**src/rtl/spf_pkg.sv**
```systemverilog
package spf_pkg;

    // Confidence of one table entry
    typedef enum logic [1:0] {
        CONF_INIT   = 2'd0,
        CONF_STEADY = 2'd1,
        CONF_TRANS  = 2'd2,
        CONF_NOPRED = 2'd3
    } conf_e;

endpackage

```
**src/rtl/spf_decode.sv**
```systemverilog
module spf_decode #(
    parameter int PC_W   = 32,
    parameter int PC_LSB = 2,
    parameter int IDX_W  = 4,
    localparam int TAG_W = PC_W - IDX_W
) (
    input  logic [PC_W-1:0]  pc,
    output logic [IDX_W-1:0] idx,
    output logic [TAG_W-1:0] tag
);

    assign idx = pc[PC_LSB+IDX_W-1:PC_LSB];

    // Tag holds every PC bit not used for the index
    generate
        if (PC_LSB == 0) begin : g_no_low
            assign tag = pc[PC_W-1:IDX_W];
        end else begin : g_with_low
            assign tag = {pc[PC_W-1:PC_LSB+IDX_W], pc[PC_LSB-1:0]};
        end
    endgenerate

endmodule

```
**src/rtl/spf_predict.sv**
```systemverilog
module spf_predict
    import spf_pkg::*;
#(
    parameter int ADDR_W = 32
) (
    input  logic              hit,
    input  conf_e             state_q,
    input  logic [ADDR_W-1:0] stride_q,
    input  logic [ADDR_W-1:0] prev_q,
    input  logic [ADDR_W-1:0] addr,
    output conf_e             state_d,
    output logic [ADDR_W-1:0] stride_d,
    output logic              issue,
    output logic [ADDR_W-1:0] target
);

    logic [ADDR_W-1:0] expect_addr;
    logic [ADDR_W-1:0] delta;
    logic              correct;

    always_comb begin
        expect_addr = prev_q + stride_q;
        delta       = addr - prev_q;
        correct     = (addr == expect_addr);

        state_d  = CONF_INIT;
        stride_d = '0;

        if (hit) begin
            stride_d = stride_q;
            unique case (state_q)
                CONF_INIT: begin
                    if (correct) begin
                        state_d = CONF_STEADY;
                    end else begin
                        state_d  = CONF_TRANS;
                        stride_d = delta;
                    end
                end
                CONF_STEADY: begin
                    // a broken run keeps the learned step
                    state_d = correct ? CONF_STEADY : CONF_INIT;
                end
                CONF_TRANS: begin
                    if (correct) begin
                        state_d = CONF_STEADY;
                    end else begin
                        state_d  = CONF_NOPRED;
                        stride_d = delta;
                    end
                end
                CONF_NOPRED: begin
                    if (correct) begin
                        state_d = CONF_TRANS;
                    end else begin
                        state_d  = CONF_NOPRED;
                        stride_d = delta;
                    end
                end
                default: begin
                    state_d = CONF_INIT;
                end
            endcase
        end

        issue  = hit && (state_d == CONF_STEADY) && (stride_d != '0);
        target = addr + stride_d;
    end

endmodule

```
**src/rtl/spf_table.sv**
```systemverilog
module spf_table
    import spf_pkg::*;
#(
    parameter int IDX_W  = 4,
    parameter int TAG_W  = 28,
    parameter int ADDR_W = 32,
    localparam int DEPTH = 1 << IDX_W
) (
    input  logic              clk,
    input  logic              rst_n,
    input  logic [IDX_W-1:0]  rd_idx,
    output logic              rd_vld,
    output logic [TAG_W-1:0]  rd_tag,
    output logic [ADDR_W-1:0] rd_prev,
    output logic [ADDR_W-1:0] rd_stride,
    output conf_e             rd_state,
    input  logic              wr_en,
    input  logic [IDX_W-1:0]  wr_idx,
    input  logic [TAG_W-1:0]  wr_tag,
    input  logic [ADDR_W-1:0] wr_prev,
    input  logic [ADDR_W-1:0] wr_stride,
    input  conf_e             wr_state
);

    typedef struct packed {
        logic              vld;
        logic [TAG_W-1:0]  tag;
        logic [ADDR_W-1:0] prev;
        logic [ADDR_W-1:0] stride;
        conf_e             state;
    } ent_t;

    ent_t ent_q [DEPTH];
    ent_t ent_d [DEPTH];

    generate
        for (genvar g = 0; g < DEPTH; g++) begin : g_ent
            always_comb begin
                ent_d[g] = ent_q[g];
                if (wr_en && (wr_idx == IDX_W'(g))) begin
                    ent_d[g].vld    = 1'b1;
                    ent_d[g].tag    = wr_tag;
                    ent_d[g].prev   = wr_prev;
                    ent_d[g].stride = wr_stride;
                    ent_d[g].state  = wr_state;
                end
            end

            always_ff @(posedge clk or negedge rst_n) begin
                if (!rst_n) begin
                    ent_q[g] <= '{vld: 1'b0, tag: '0, prev: '0,
                                  stride: '0, state: CONF_INIT};
                end else begin
                    ent_q[g] <= ent_d[g];
                end
            end
        end
    endgenerate

    assign rd_vld    = ent_q[rd_idx].vld;
    assign rd_tag    = ent_q[rd_idx].tag;
    assign rd_prev   = ent_q[rd_idx].prev;
    assign rd_stride = ent_q[rd_idx].stride;
    assign rd_state  = ent_q[rd_idx].state;

endmodule

```
**src/rtl/spf_top.sv**
```systemverilog
module spf_top
    import spf_pkg::*;
#(
    parameter int PC_W   = 32,
    parameter int ADDR_W = 32,
    parameter int IDX_W  = 4,
    parameter int PC_LSB = 2,
    localparam int TAG_W = PC_W - IDX_W
) (
    input  logic              clk,
    input  logic              rst_n,
    input  logic              ld_valid,
    input  logic [PC_W-1:0]   ld_pc,
    input  logic [ADDR_W-1:0] ld_addr,
    output logic              pf_valid,
    output logic [ADDR_W-1:0] pf_addr
);

    typedef struct packed {
        logic              vld;
        logic [ADDR_W-1:0] addr;
    } out_t;

    logic [IDX_W-1:0]  lk_idx;
    logic [TAG_W-1:0]  lk_tag;
    logic              rd_vld;
    logic [TAG_W-1:0]  rd_tag;
    logic [ADDR_W-1:0] rd_prev;
    logic [ADDR_W-1:0] rd_stride;
    conf_e             rd_state;
    logic              lookup_hit;
    conf_e             nx_state;
    logic [ADDR_W-1:0] nx_stride;
    logic              nx_issue;
    logic [ADDR_W-1:0] nx_target;
    out_t              out_d;
    out_t              out_q;

    spf_decode #(.PC_W(PC_W), .PC_LSB(PC_LSB), .IDX_W(IDX_W)) u_dec (
        .pc  (ld_pc),
        .idx (lk_idx),
        .tag (lk_tag)
    );

    spf_table #(.IDX_W(IDX_W), .TAG_W(TAG_W), .ADDR_W(ADDR_W)) u_tab (
        .clk       (clk),
        .rst_n     (rst_n),
        .rd_idx    (lk_idx),
        .rd_vld    (rd_vld),
        .rd_tag    (rd_tag),
        .rd_prev   (rd_prev),
        .rd_stride (rd_stride),
        .rd_state  (rd_state),
        .wr_en     (ld_valid),
        .wr_idx    (lk_idx),
        .wr_tag    (lk_tag),
        .wr_prev   (ld_addr),
        .wr_stride (nx_stride),
        .wr_state  (nx_state)
    );

    assign lookup_hit = ld_valid && rd_vld && (rd_tag == lk_tag);

    spf_predict #(.ADDR_W(ADDR_W)) u_pred (
        .hit      (lookup_hit),
        .state_q  (rd_state),
        .stride_q (rd_stride),
        .prev_q   (rd_prev),
        .addr     (ld_addr),
        .state_d  (nx_state),
        .stride_d (nx_stride),
        .issue    (nx_issue),
        .target   (nx_target)
    );

    always_comb begin
        out_d.vld  = nx_issue;
        out_d.addr = nx_issue ? nx_target : '0;
    end

    always_ff @(posedge clk or negedge rst_n) begin
        if (!rst_n) begin
            out_q <= '0;
        end else begin
            out_q <= out_d;
        end
    end

    assign pf_valid = out_q.vld;
    assign pf_addr  = out_q.addr;

endmodule

```
**config.mk**
```make
export PLATFORM = sky130hd
export DESIGN_NAME = spf_top
export DESIGN_NICKNAME = d
export VERILOG_FILES = /design/src/rtl/spf_pkg.sv /design/src/rtl/spf_decode.sv /design/src/rtl/spf_predict.sv /design/src/rtl/spf_table.sv /design/src/rtl/spf_top.sv
export SDC_FILE = /design/constraint.sdc
export NUM_CORES = 2
export LEC_CHECK = 0
export BUFFER_PORTS_ARGS = -buffer_cell sky130_fd_sc_hd__clkbuf_2
export CAP_MARGIN = 10
export CORE_MARGIN = 3
export CORE_UTILIZATION = 55
export DETAILED_ROUTE_END_ITERATION = 12
export HOLD_SLACK_MARGIN = 0.12
export PLACE_DENSITY_LB_ADDON = 0.3
export REMOVE_ABC_BUFFERS = 1
export SYNTH_ARGS = -nofsm -noshare
export SYNTH_HDL_FRONTEND = slang
export SYNTH_SLANG_ARGS = --single-unit
```
**constraint.sdc**
```tcl
create_clock -name clk -period 20.2 [get_ports clk]
set_clock_uncertainty 0.2 [all_clocks]
set_input_delay 0 -clock clk [delete_from_list [all_inputs] [get_ports clk]]
set_output_delay 0 -clock clk [all_outputs]
set_load 0.005 [all_outputs]
```
==> flow_summary.toml <==
[outcome]
status = "completed"

[final_layout]
synthToLayoutAreaGrowth_pct = 10.3
nets = 6038
nFillCells = 10200
final_common_cell = "dfrtp_1"
drive_gt1_share_pct = 29.1
utilization_pct = 61.5
mostFrequentLayoutCells = "dfrtp_1 (1553), mux2_2 (820), nand2_1 (774)"

[critical_path]
start_kind = "input port"
cp_num_buf_inv = 4
cp_common_cell = "a211oi_1"
path_delay_family = "compound AO/OA/AOI/OAI gates"
cp_max_fo = 86
worstRegToRegCells = 31
arrival_ns = 11.81
criticalPathCategory = "input port to register"
r2r_setup_slack_ns = 9.87
r2r_start = "u_tab.ent_q[794]"
cp_slowest_cell = "o41ai_1"
cp-endpoint = "pf_addr[31]"
cp-end-kind = "register"
reg2reg_to = "pf_addr[31]"
crit_path_start = "ld_pc[2]"
cp.depth = 32
required_ns = 20.67
cpPeakStageDelay_ns = 0.83

[placed_design]
port_buffers = 99
hpwl_um = 121000
gp_congestion = 0.975

[synth]
netlist_instances = 5993
synth.yosys.warnings = 0
synthSimpleGateAreaFrac_pct = 6.68
yosys_register_bits = 1553
synth_edf_count = 0
synth_fa_ha_area_share_pct = 1.63
yosys-mux-area-fraction_pct = 26.3
syn-cell-area_sq_um = 74900
synth_top_family_by_area = "multiplexers"
synth-compound-area-share_pct = 8.61
synth.top_cell.area_share_pct = 51.9
synthTopCellsByArea = "dfrtp_1 (52%), mux4_2 (13%), mux2_2 (12%)"
synth_seq_area_share_pct = 51.9
synth-async-reset-ratio_pct = 100
ys.flop_type = "dfrtp_1"
yosysTopAreaCell = "dfrtp_1"
ys_types = 99
synth_xor_area_share_pct = 1.33
syn_area_per_cell_sq_um = 12.5

[floorplan]
start_util_pct = 55.8
fp.dieH_um = 375
fp.coreArea_sq_um = 134000
io_pins = 100
die_area_sq_um = 141000
die_width_um = 375
row_count = 134

[power_and_ir_drop]
p_per_area_nw_per_um2 = 101
p_leak_nw = 36.2
finalPower_mw = 8.30
ir_drop_mv = 0.0916

[cts]
cts_tree = "built"
postCtsSetupBuffers = 0
clock-sinks = 1553
htreeDepth = 4
root_buffer = "clkbuf_16"
numCtsBuffers = 159
ctsLongestPathBuffers = 3
path_clk_slew_ns = 0.06
cts_resized = 0
clkLatencyLatePin_ns = 0.81

[sta]
relSlewSlack_pct = 16.2
slew_violations = 0
setup_violations = 0
finalCriticalPeriod_ns = 11.34
tightest_slew_ns = 1.25
final-hold-violation-count = 0
fin_tns_setup_ns = 0
fmaxAchievable_ghz = 0.0882
rsz0062_at_grt = "false"
period_share_pct = 56.1

[route]
drt-vias-per-instance = 6.34
drt-total-wl_um = 201000
first_iter_violations = 4555
wl_per_cell_um = 25.9
ant_nets = 0
first_pass_iters = 6
drc = 0
vias = 49300

[job]
maxCapViolations = 0

[grt]
grt_pass1_vias = 50700
grtUsageTotal_pct = 28.9
antenna_found_initial = 4
grt_pass1_wl_um = 311000
overflow = 0
grt_max_degree = 187

[worst_hold_path]
hold_path.class = "input port to register"
==> Yosys cell counts, types with 4 or more instances <==
library cell,instances
and3_1,13
mux2i_1,36
a21oi_1,103
buf_2,57
o311ai_0,4
nand4_1,33
nor3b_1,6
a211oi_1,32
o31ai_1,5
inv_1,96
o21ai_0,765
and4_1,8
dfrtp_1,1553
xnor2_1,72
nor2b_1,32
nand3_1,53
o2111ai_1,13
buf_6,7
buf_4,25
or3_1,10
a41oi_1,14
a31oi_1,11
ha_1,93
o211ai_1,11
a21o_1,53
nand2b_1,30
xor2_1,42
and2_1,4
o21a_1,16
nor2_1,114
nor4_1,14
o22ai_1,6
o21bai_1,12
clkbuf_1,371
mux4_2,448
nand2_1,786
mux2_2,820
nor3_1,23
or2_2,6
buf_1,83
o21ai_1,16
==> power by group <==
part | internal, mW | switching (mW) | leakage (nW)
Clock | 1.78 | 1.27 | 2.70
Combinational | 0.755 | 0.723 | 13.5
Sequential | 3.56 | 0.218 | 20.1
==> layout make-up <==
cell class | count | area, sq um | share of cell area (%)
sequential | 1553 | 38900 | 47.1
multi-input combinational | 3799 | 33500 | 40.6
clock buffer | 234 | 4700 | 5.70
tap | 1768 | 2210 | 2.68
timing repair buffer | 264 | 2090 | 2.53
clock inverter | 56 | 783 | 0.948
inverter | 98 | 375 | 0.455
antenna | 4 | 10.0 | 0.0121
==> per-stage QoR <==
| step | worst slack, ns | cell area [sq um] | cells | hold slack (ns) |
|---|---|---|---|---|
| detailed placement | 8.18 | 76100 | 7389 | -0.0693 |
| finish | 8.86 | 82600 | 7776 | 0.160 |
| CTS | 9.02 | 82600 | 7772 | 0.122 |
| floorplan | 9.64 | 72600 | 5450 | -0.496 |
| global route | 8.34 | 82600 | 7772 | 0.186 |
| global placement | 8.27 | 76100 | 7389 | -0.0665 |
==> state kept, by name (all words and copies together), names as in the netlist <==
signal / count
u_tab.ent_q: 1520
pf_valid: 1
pf_addr: 32
==> worst register-to-register path, delay by kind of cell (launching register included) <==
family	cells	cell delay, ns
compound gates	15	5.41
flops	1	0.38
fa+ha+maj	3	0.74
buf+inv	2	0.21
mux	2	1.02
xor+xnor	1	0.16
simple gates	8	2.08
==> repair_timing <==
| item | 4_1_cts | 5_1_grt |
|---|---|---|
| setup endpoints to repair | 0 | 0 |
| hold endpoints to repair | 1634 | 0 |
| hold buffers | 93 | 0 |
==> kinds of logic after synthesis <==
kind of cell    Yosys count
fa+ha+maj                96
flops                  1553
compound gates         1126
buf+inv                 641
simple gates           1156
mux                    1307
xor+xnor                114
==> per-layer routing <==
metal	vias up	global-route usage, %	wire length, um
met2	1499	47.2	98100
met4	2	8.89	5800
met3	322	4.27	11300
met1	26100	40.4	86200
met5	-	0	9
li1	21400	-	-
==> how the worst min path moves through the flow <==
stage           startpoint           endpoint  slack [ns]  cells after the start
2_1_floorplan        rst_n         pf_addr[0]       -0.50                      0
3_5_place_dp         rst_n  u_tab.ent_q[1371]       -0.07                      1
4_1_cts        ld_addr[19]    u_tab.ent_q[53]        0.12                      3
3_3_place_gp         rst_n  u_tab.ent_q[1181]       -0.07                      1
6_report         ld_pc[13]   u_tab.ent_q[265]        0.16                      4
5_1_grt         ld_addr[8]   u_tab.ent_q[517]        0.19                      3
Note: power is estimated with default switching activity, not from simulation.
